==> config.mk <==
export PLATFORM = sky130hd
export DESIGN_NAME = miss3c_classifier
export DESIGN_NICKNAME = d
export VERILOG_FILES = /design/src/rtl/mc3_pkg.sv /design/src/rtl/mc3_dm_tags.sv /design/src/rtl/mc3_seen_history.sv /design/src/rtl/mc3_lru_shadow.sv /design/src/rtl/miss3c_classifier.sv
export SDC_FILE = /design/constraint.sdc
export NUM_CORES = 1
export LEC_CHECK = 0
export ABC_AREA = 1
export ABC_CLOCK_PERIOD_IN_PS = 2900
export BUFFER_PORTS_ARGS = -buffer_cell sky130_fd_sc_hd__buf_2
export CAP_MARGIN = 40
export CORE_MARGIN = 10
export CORE_UTILIZATION = 60
export CTS_BUF_LIST = sky130_fd_sc_hd__clkbuf_2
export DETAILED_ROUTE_END_ITERATION = 8
export PLACE_DENSITY = 0.88
export SETUP_SLACK_MARGIN = 0.3
export SYNTH_ARGS = -nofsm -noshare
export SYNTH_HDL_FRONTEND = slang
export SYNTH_HIERARCHICAL = 1
export SYNTH_SLANG_ARGS = --single-unit
export TNS_END_PERCENT = 5
==> constraint.sdc <==
create_clock -name clk -period 2.9 [get_ports clk]
set_input_delay 0.435 -clock clk [delete_from_list [all_inputs] [get_ports clk]]
set_output_delay 0.435 -clock clk [all_outputs]
set_load 0.01 [all_outputs]
==> src/rtl/mc3_pkg.sv <==
package mc3_pkg;
   typedef enum logic [1:0] {
      MC_HIT        = 2'b00,
      MC_COMPULSORY = 2'b01,
      MC_CAPACITY   = 2'b10,
      MC_CONFLICT   = 2'b11
   } miss_kind_t;
endpackage

==> src/rtl/mc3_dm_tags.sv <==
module mc3_dm_tags #(
   parameter int FRAMES = 8,
   parameter int IDX_W  = 3,
   parameter int TAG_W  = 3
) (
   input  logic             clk,
   input  logic             rst_n,
   input  logic [IDX_W-1:0] lk_idx,
   input  logic [TAG_W-1:0] lk_tag,
   output logic             lk_hit,
   input  logic             wr_en,
   input  logic [IDX_W-1:0] wr_idx,
   input  logic [TAG_W-1:0] wr_tag
);
   logic [FRAMES-1:0] vld_q;
   logic [TAG_W-1:0]  tag_q [FRAMES];

   always_comb lk_hit = vld_q[lk_idx] && (tag_q[lk_idx] == lk_tag);

   for (genvar f = 0; f < FRAMES; f++) begin : g_frame
      always_ff @(posedge clk or negedge rst_n) begin
         if (!rst_n) begin
            vld_q[f] <= 1'b0;
            tag_q[f] <= '0;
         end else if (wr_en && (wr_idx == IDX_W'(f))) begin
            vld_q[f] <= 1'b1;
            tag_q[f] <= wr_tag;
         end
      end
   end

   // a written frame holds the new tag on the next cycle
   a_r7_frame_filled: assert property (@(posedge clk) disable iff (!rst_n)
      wr_en |=> (vld_q[$past(wr_idx)] && tag_q[$past(wr_idx)] == $past(wr_tag)));
endmodule

==> src/rtl/mc3_seen_history.sv <==
module mc3_seen_history #(
   parameter int BLK_W = 6
) (
   input  logic             clk,
   input  logic             rst_n,
   input  logic [BLK_W-1:0] lk_blk,
   output logic             lk_seen,
   input  logic             mark_en,
   input  logic [BLK_W-1:0] mark_blk
);
   localparam int HIST_N = 1 << BLK_W;

   logic [HIST_N-1:0] seen_q;

   always_comb lk_seen = seen_q[lk_blk];

   always_ff @(posedge clk or negedge rst_n) begin
      if (!rst_n)       seen_q <= '0;
      else if (mark_en) seen_q[mark_blk] <= 1'b1;
   end

   // once marked, a block stays seen
   a_r4_seen_sticky: assert property (@(posedge clk) disable iff (!rst_n)
      mark_en |=> seen_q[$past(mark_blk)]);
endmodule

==> src/rtl/mc3_lru_shadow.sv <==
module mc3_lru_shadow #(
   parameter int DEPTH = 8,
   parameter int BLK_W = 6
) (
   input  logic             clk,
   input  logic             rst_n,
   input  logic [BLK_W-1:0] lk_blk,
   output logic             lk_present,
   input  logic             upd_en
);
   localparam int POS_W = (DEPTH > 1) ? $clog2(DEPTH) : 1;

   logic [BLK_W-1:0] ent_q [DEPTH];
   logic [DEPTH-1:0] vld_q;
   logic [DEPTH-1:0] match;
   logic [POS_W-1:0] pos;

   always_comb begin
      for (int i = 0; i < DEPTH; i++) match[i] = vld_q[i] && (ent_q[i] == lk_blk);
      lk_present = |match;
      pos = POS_W'(DEPTH - 1);
      for (int i = DEPTH - 1; i >= 0; i--) if (match[i]) pos = POS_W'(i);
   end

   // slot 0 is most recent; entries above the hit (or the whole stack) slide down
   for (genvar i = 0; i < DEPTH; i++) begin : g_slot
      if (i == 0) begin : g_head
         always_ff @(posedge clk or negedge rst_n) begin
            if (!rst_n) begin
               vld_q[0] <= 1'b0;
               ent_q[0] <= '0;
            end else if (upd_en) begin
               vld_q[0] <= 1'b1;
               ent_q[0] <= lk_blk;
            end
         end
      end else begin : g_body
         always_ff @(posedge clk or negedge rst_n) begin
            if (!rst_n) begin
               vld_q[i] <= 1'b0;
               ent_q[i] <= '0;
            end else if (upd_en && (int'(pos) >= i)) begin
               vld_q[i] <= vld_q[i-1];
               ent_q[i] <= ent_q[i-1];
            end
         end
      end
   end

   // updated block sits at the most recent slot next cycle
   a_r8_mru_head: assert property (@(posedge clk) disable iff (!rst_n)
      upd_en |=> (vld_q[0] && ent_q[0] == $past(lk_blk)));
   // a block never occupies two shadow slots
   a_r6_unique_entry: assert property (@(posedge clk) disable iff (!rst_n)
      $onehot0(match));
endmodule

==> src/rtl/miss3c_classifier.sv <==
module miss3c_classifier #(
   parameter int ADDR_W      = 8,
   parameter int CACHE_BYTES = 32,
   parameter int BLOCK_BYTES = 4
) (
   input  logic              clk,
   input  logic              rst_n,
   input  logic              acc_valid,
   input  logic [ADDR_W-1:0] acc_addr,
   input  logic              pre_valid,
   input  logic [ADDR_W-1:0] pre_addr,
   output logic              res_valid,
   output logic [1:0]        res_code
);
   import mc3_pkg::*;

   localparam int OFS_W  = $clog2(BLOCK_BYTES);
   localparam int FRAMES = CACHE_BYTES / BLOCK_BYTES;
   localparam int IDX_W  = $clog2(FRAMES);
   localparam int BLK_W  = ADDR_W - OFS_W;
   localparam int TAG_W  = BLK_W - IDX_W;

   if ((BLOCK_BYTES < 2) || ((BLOCK_BYTES & (BLOCK_BYTES - 1)) != 0)) begin : g_bad_block
      $error("BLOCK_BYTES must be a power of two of at least 2");
   end
   if ((FRAMES < 2) || ((FRAMES & (FRAMES - 1)) != 0)
       || (CACHE_BYTES % BLOCK_BYTES != 0)) begin : g_bad_frames
      $error("CACHE_BYTES / BLOCK_BYTES must be a power of two of at least 2");
   end
   if (TAG_W < 1) begin : g_bad_tag
      $error("ADDR_W too small for the cache geometry");
   end

   logic [BLK_W-1:0] acc_blk, pre_blk, cur_blk;
   logic             upd_en, dm_hit, seen, in_shadow, fill_en;
   miss_kind_t       kind, kind_q;
   logic             vld_q;

   always_comb begin
      acc_blk = BLK_W'(acc_addr >> OFS_W);
      pre_blk = BLK_W'(pre_addr >> OFS_W);
      cur_blk = acc_valid ? acc_blk : pre_blk;
      upd_en  = acc_valid || pre_valid;
      fill_en = acc_valid ? !dm_hit : pre_valid;
   end

   mc3_dm_tags #(.FRAMES(FRAMES), .IDX_W(IDX_W), .TAG_W(TAG_W)) i_tags (
      .clk    (clk),
      .rst_n  (rst_n),
      .lk_idx (cur_blk[IDX_W-1:0]),
      .lk_tag (cur_blk[BLK_W-1:IDX_W]),
      .lk_hit (dm_hit),
      .wr_en  (fill_en),
      .wr_idx (cur_blk[IDX_W-1:0]),
      .wr_tag (cur_blk[BLK_W-1:IDX_W])
   );

   mc3_seen_history #(.BLK_W(BLK_W)) i_hist (
      .clk      (clk),
      .rst_n    (rst_n),
      .lk_blk   (cur_blk),
      .lk_seen  (seen),
      .mark_en  (upd_en),
      .mark_blk (cur_blk)
   );

   mc3_lru_shadow #(.DEPTH(FRAMES), .BLK_W(BLK_W)) i_shadow (
      .clk        (clk),
      .rst_n      (rst_n),
      .lk_blk     (cur_blk),
      .lk_present (in_shadow),
      .upd_en     (upd_en)
   );

   always_comb begin
      if (dm_hit)          kind = MC_HIT;
      else if (!seen)      kind = MC_COMPULSORY;
      else if (!in_shadow) kind = MC_CAPACITY;
      else                 kind = MC_CONFLICT;
   end

   always_ff @(posedge clk or negedge rst_n) begin
      if (!rst_n) begin
         vld_q  <= 1'b0;
         kind_q <= MC_HIT;
      end else begin
         vld_q  <= acc_valid;
         if (acc_valid) kind_q <= kind;
      end
   end

   assign res_valid = vld_q;
   assign res_code  = kind_q;

   // result strobe follows the access strobe by one cycle
   a_r2_strobe_follows: assert property (@(posedge clk) disable iff (!rst_n)
      acc_valid |=> res_valid);
   a_r2_no_spurious: assert property (@(posedge clk) disable iff (!rst_n)
      !acc_valid |=> !res_valid);
   // a tag-array hit reports code 00
   a_r3_hit_code: assert property (@(posedge clk) disable iff (!rst_n)
      (acc_valid && dm_hit) |=> (res_code == 2'b00));
   // an unseen block is always a non-hit compulsory result
   a_r4_unseen_compulsory: assert property (@(posedge clk) disable iff (!rst_n)
      (acc_valid && !seen) |=> (res_code == 2'b01));
endmodule

==> impl_metrics.tcl, run 1 <==
set metrics [dict create \
    outcome "complete, no violations" \
    multiInputGateArea_mm2 0.003326 \
    r2r_cells 15 \
    hold_depth 5 \
    grt_max_degree 58 \
    drive_above_1_share_pct 10.95 \
    grt_pass1_wl_um 30200 \
    syn-instance-count 984 \
    crit_buf_inv 6 \
    area_delta_synth_final_pct 6.299 \
    fin_setup_tns_ns 0 \
    die-width_um 134.5 \
    coreArea_mm2 0.01272 \
    fmax_mhz 464.8 \
    gp_congestion 0.9270 \
    syn_nets 1004 \
    slowest_stage "nand2_2" \
    r2r_end "i_tags/tag_q[15]" \
    worstPathMaxFanout 13 \
    cts_root_buf "clkbuf_2" \
    min_path_type "input port to flop" \
    io_buffers 18 \
    cpPeakStageDelay_ns 0.26 \
    wl_per_cell_um 14.61 \
    critPathLaunchType "input port" \
    grt_pass1_vias 6211 \
    cts_buffers 17 \
    clock_latency_ns 0.71 \
    first_pass_iters 6 \
    yosys-top-cells-area "dfrtp_1, nand2_1, o21bai_1" \
    grt_overflow_total 0 \
    cts_resized 0 \
    worstMarginPinSlew_ns 0.5600 \
    antenna_cells 0 \
    place_hpwl_um 12190 \
    peakVddDrop_mv 0.3373 \
    syn_area_mm2 0.007866 \
    htreeDepth 4 \
    seq_area_mm2 0.003879 \
    final_util_pct 65.73 \
    crit_path_cell_trace "buf_2, inv_2, nand2_1, nand2_2, inv_2, a21oi_1, o21ai_0, nand3_1, nand2_1, nand2_1, inv_1, nand2_1, nor2_1, inv_1, nand2_1, o21ai_0, inv_1, nor2_1, nand2_1, o21ai_0" \
    r2r_slack_ns 0.83 \
    start_util_pct 61.83 \
    drtAntennaViolNets 0 \
    setup_viol 0 \
    syn_area_per_cell_um2 7.994 \
    cts_tree "done" \
    totalWireLength_um 17590 \
    hold_start "acc_addr[6]" \
    yosysTopAreaCellShare_pct 49.31 \
    rsz0062_at_grt "no" \
    p_total_mw 5.895 \
    die_area_mm2 0.01809 \
    drt_iter0_markers 625 \
    track_usage_pct 20.39 \
    clkTransAtPathRegs_ns 0.20 \
    nets 1042 \
    cp.arrival_ns 2.75 \
    synth_cell_types 38 \
    drcViolationCount 0 \
    via_per_inst 5.482 \
    fin_crit_ns 2.152 \
    yosys_warnings 6 \
    whs_endpoint "i_tags/tag_q[1]" \
    clk_path_buf_depth 2 \
    path_delay_family "simple AND/OR/NAND/NOR gates" \
    worst-setup-path-type "input port to flop" \
    worstPathRequired_ns 3.50 \
    fillers 1044 \
    maxSlewViolCount 0 \
    ys_ff_latch 155 \
    fin_crit_sh_pct 74.20 \
    crit_top_cell "nand2_1" \
    placementRows 41 \
    max_slew_margin_pct 62.67 \
    hold_viol_final 0 \
    vias 6600 \
    clock_sinks 155 \
    r2r-start "i_tags/vld_q[7]" \
    die_y_um 134.5 \
    synth_top_area_cell "dfrtp_1" \
    antenna_found_initial 0 \
    critPathCaptureType "flop" \
    power_density_mw_per_mm2 705.0 \
    maxCapViolCount 0 \
    fin_hold_ws_ns 0.2035 \
    ioPinCount 23 \
    finClkSkew_ns 0.03548 \
    leakagePower_nw 4.205 \
    ys_seq_area_share_pct 49.31 \
]
[worst max-delay path by stage]
stage | slack, ns | startpoint | depth (start not counted) | to
after floorplan | 0.32 | acc_valid | 19 | i_tags/vld_q[7]
after global placement | 0.17 | acc_valid | 21 | i_tags/tag_q[12]
after detailed placement | 0.07 | acc_valid | 21 | i_tags/tag_q[12]
after CTS | 0.84 | acc_valid | 20 | i_tags/tag_q[15]
after global routing | 0.38 | acc_valid | 21 | i_tags/tag_q[12]
final | 0.75 | acc_valid | 20 | i_tags/tag_q[15]
[worst register-to-register path: stages, from the launching register on]
cell     delay (ns)
dfrtp_1        0.42
a21oi_1        0.13
o21ai_0        0.09
nand3_1        0.09
nand2_1        0.06
nand2_1        0.06
inv_1          0.04
nand2_1        0.05
nor2_1         0.05
inv_1          0.04
nand2_1        0.04
o21ai_0        0.13
inv_1          0.08
nor2_1         0.21
nand2_1        0.23
o21ai_0        0.26
[cell usage in the layout, fill, tap and decap left out, types with 2 or more instances in the layout]
cell	count
buf_12	3
nand2_1	363
nand4_1	2
a21oi_1	6
clkinv_1	4
nand2_2	5
o22ai_1	3
buf_4	25
dfrtp_1	155
nor2_4	5
inv_1	95
inv_2	8
clkbuf_2	23
o21ai_0	67
o21ai_1	2
o21bai_1	64
nor2_2	4
nor2_1	44
nand3_1	94
nand3_4	2
xnor2_1	7
nand3_2	4
xor2_1	3
nor3_1	4
dlygate4sd3_1	2
o21ai_2	7
buf_2	17
[state kept, by name (all words and copies together), names as in the netlist]
register	flops
i_shadow/ent_q	48
i_tags/vld_q	8
i_tags/tag_q	24
i_shadow/vld_q	8
res_valid	1
res_code	2
i_hist/seen_q	64
[metal layers]
metal	up-vias	GRT usage [%]	wire, µm
met1	3148	27.17	8036
met5	-	0	0
met3	32	4.970	1136
li1	3203	-	-
met4	0	7.497	350
met2	217	31.62	8062
[cell usage after synthesis (all sizes together)]
cell	n
nand2	369
dfrtp	155
inv	106
nand3	100
o21ai	76
o21bai	64
nor2	54
buf	26
xnor2	7
a21oi	6
nor3	4
clkbuf	3
o22ai	3
xor2	3
a21boi	2
nand4	2
a31oi	1
nand3b	1
nor4	1
or2	1
[layout make-up]
class | instances | area share (%)
Tap cell | 172 | 2.574
Clock inverter | 6 | 0.5985
Inverter | 106 | 4.938
Multi-Input combinational cell | 694 | 39.77
Timing Repair Buffer | 48 | 4.354
Clock buffer | 23 | 1.377
Sequential cell | 155 | 46.39
[repair_timing]
action / in CTS / in global routing
endpoints found under the setup margin: 0 / 0
setup buffers: 0 / 0
endpoints found under the hold margin: 55 / 0
hold buffers: 2 / 0
[power breakdown]
| part | leakage [nW] | internal (mW) | switching, mW |
|---|---|---|---|
| Combinational | 2.21 | 0.707 | 1.02 |
| Clock | 0.120 | 0.304 | 0.677 |
| Sequential | 1.87 | 2.77 | 0.414 |
[per-stage QoR]
stage	setup WS, ns	instances	cell area, µm²
6_report	0.7483	1204	8362
5_1_grt	0.3765	1204	8362
4_1_cts	0.8370	1204	8362
3_5_place_dp	0.07219	1173	8177
3_3_place_gp	0.1689	1173	8177
2_1_floorplan	0.3172	984	7871
[logic make-up after synthesis]
logic type      synth area share (%)
flops                          49.31
simple gates                   28.79
buf+inv                        8.478
xor+xnor                       1.113
compound gates                 12.31
(Power assumes the default switching activity.)
==> run 2, diff against run 1 <==
ABC_CLOCK_PERIOD_IN_PS = 1800   (was 2900)
CORE_UTILIZATION = 58   (was 60)
PLACE_DENSITY = 0.89   (was 0.88)
clock period = 1.8 ns   (was 2.9 ns; I/O delays follow)
==> run 2 against run 1 <==
The run now ends with setup timing left; hold slack got worse by 0.14 ns; cell count grew 5.8%; sequential power increased by 64%; global-route usage grew 3.1 points; routed wire length up 20%; first-iteration DRC count increased by 45%; design area up 13%; critical path type is now flop to flop; critical endpoint is now i_tags/tag_q[14]; highest routed layer unchanged.
==> impl_metrics.tcl, run 2 (synthesis gave the netlist of run 1 again) <==
set metrics [dict create \
    outcome "finished with violations" \
    failed_checks "setup timing" \
    gp_congestion 0.9341 \
    start_util_pct 59.40 \
    vias 7249 \
    maxSlewViolCount 0 \
    power_density_mw_per_mm2 1145 \
    io_buffers 18 \
    antenna_found_initial 1 \
    placed_cells 1228 \
    placed_area_mm2 0.008710 \
    mostFrequentLayoutCells "nand2_1, dfrtp_1, nand3_1" \
    htreeDepth 4 \
    cts_tree "done" \
    rsz0062_at_grt "yes" \
    drtAntennaViolNets 0 \
    drt_iter0_markers 905 \
    nets 1104 \
    worst_slack_ns -0.2097 \
    largest_reg_flops 64 \
    hold_start "pre_valid" \
    die_y_um 136.5 \
    clock_sinks 155 \
    fillers 932 \
    instances_no_fill 1274 \
    fin_area_mm2 0.009424 \
    r2r-start "i_tags/tag_q[23]" \
    regMostFlops "i_hist/seen_q" \
    maxCapViolCount 0 \
    grt_max_degree 52 \
    layout_commonest_cell "nand2_1" \
    fmax_mhz 497.6 \
    hold_viol_final 0 \
    cp.arrival_ns 2.72 \
    peakVddDrop_mv 0.8554 \
    reg_top3 "i_hist/seen_q: 64 flops, i_shadow/ent_q: 48 flops, i_tags/tag_q: 24 flops" \
    wl_per_cell_um 16.58 \
    ioPinCount 23 \
    critPathLaunchType "flop" \
    worst-setup-path-type "flop to flop" \
    first_pass_iters 6 \
    clk_path_buf_depth 2 \
    clkTransAtPathRegs_ns 0.26 \
    max_slew_margin_pct 63.83 \
    fin_hold_ws_ns 0.06366 \
    setup_viol 33 \
    grt_overflow_total 0 \
    placementRows 42 \
    cts_buffers 17 \
    worstMarginPinSlew_ns 0.5425 \
    worstPathRequired_ns 2.51 \
    via_per_inst 5.690 \
    clock_latency_ns 0.80 \
    track_usage_pct 23.51 \
    finClkSkew_ns 0.03852 \
    grt_pass1_vias 7071 \
    area_delta_synth_final_pct 19.80 \
    place_hpwl_um 13940 \
    drive_above_1_share_pct 24.52 \
    die_area_mm2 0.01862 \
    min_path_type "input port to flop" \
    r2r_cells 16 \
    r2r_slack_ns -0.21 \
    worstPathMaxFanout 7 \
    critPathCaptureType "flop" \
    whs_endpoint "i_tags/vld_q[1]" \
    final_util_pct 71.16 \
    fin_crit_sh_pct 111.6 \
    grt_pass1_wl_um 34940 \
    r2r_end "i_tags/tag_q[14]" \
    fin_crit_ns 2.010 \
    die-width_um 136.5 \
    drcViolationCount 0 \
    p_total_mw 10.79 \
    hold_depth 7 \
    cts_root_buf "clkbuf_2" \
    coreArea_mm2 0.01324 \
    leakagePower_nw 4.672 \
    totalWireLength_um 21130 \
]
[run 2: cell types whose count changed in the layout (fill, tap and decap cells not counted), sizes merged]
cell	previous run	this run
inv	106	111
clkbuf	23	17
bufinv	1	2
dlygate4sd3	2	4
buf	46	106
clkinvlp	0	3
diode	0	1
[run 2: worst max-delay path, stage by stage, from the launching register on]
cell,delay [ns]
dfrtp_1,0.47
nor2_2,0.13
nor2_1,0.06
nand2_1,0.08
nand3_2,0.09
nand3_2,0.09
nand2_2,0.05
nand2_2,0.07
nor2_2,0.05
inv_1,0.04
nand2_1,0.05
o21ai_2,0.08
inv_2,0.07
nor2_4,0.22
nand3_4,0.17
nand2_2,0.12
o21ai_2,0.05
[run 2: through the flow]
stage	setup TNS (ns)	setup slack [ns]
after floorplan	-21.70	-0.3255
after detailed placement	-40.88	-0.5690
after global routing	-8.218	-0.3175
final	-3.562	-0.2097
after CTS	-0.4106	-0.05527
after global placement	-30.21	-0.4273
[run 2: what timing repair did]
| action | in CTS | in global routing |
|---|---|---|
| pin swaps | 57 | 23 |
| setup buffers | 5 | 4 |
| hold buffers | 4 | 0 |
| endpoints found under the setup margin | 79 | 86 |
| resized for setup | 101 | 46 |
| endpoints found under the hold margin | 157 | 0 |
[run 2: routing by layer]
layer  vias up  wire length (µm)  GRT usage, %
li1       3338                 -             -
met1      3446              8544         29.59
met2       380             10210         38.23
met3        85              1510         4.170
met4         0               857         11.60
met5         -                 0             0
[run 2: worst max path at each step]
stage	startpoint	to	slack [ns]	cells past startpoint
2_1_floorplan	acc_valid	i_tags/tag_q[1]	-0.33	21
3_3_place_gp	acc_valid	i_shadow/vld_q[5]	-0.43	17
3_5_place_dp	acc_valid	i_tags/tag_q[20]	-0.57	21
4_1_cts	i_tags/vld_q[7]	i_tags/tag_q[14]	-0.06	16
5_1_grt	i_tags/tag_q[23]	i_tags/tag_q[14]	-0.32	16
6_report	i_tags/tag_q[23]	i_tags/tag_q[14]	-0.21	16
[run 2: layout make-up]
type | count | area, µm² | share of cell area, %
Clock buffer | 17 | 85.08 | 0.9028
Timing Repair Buffer | 110 | 979.7 | 10.40
Antenna cell | 1 | 2.502 | 0.02655
Multi-Input combinational cell | 694 | 3671 | 38.95
Tap cell | 176 | 220.2 | 2.337
Sequential cell | 155 | 3880 | 41.17
Inverter | 106 | 422.9 | 4.488
Clock inverter | 15 | 162.7 | 1.726
[run 2: report_power, final]
group	internal (mW)	switching, mW
registers	4.47	0.755
clock network	0.664	1.41
logic	1.50	1.99
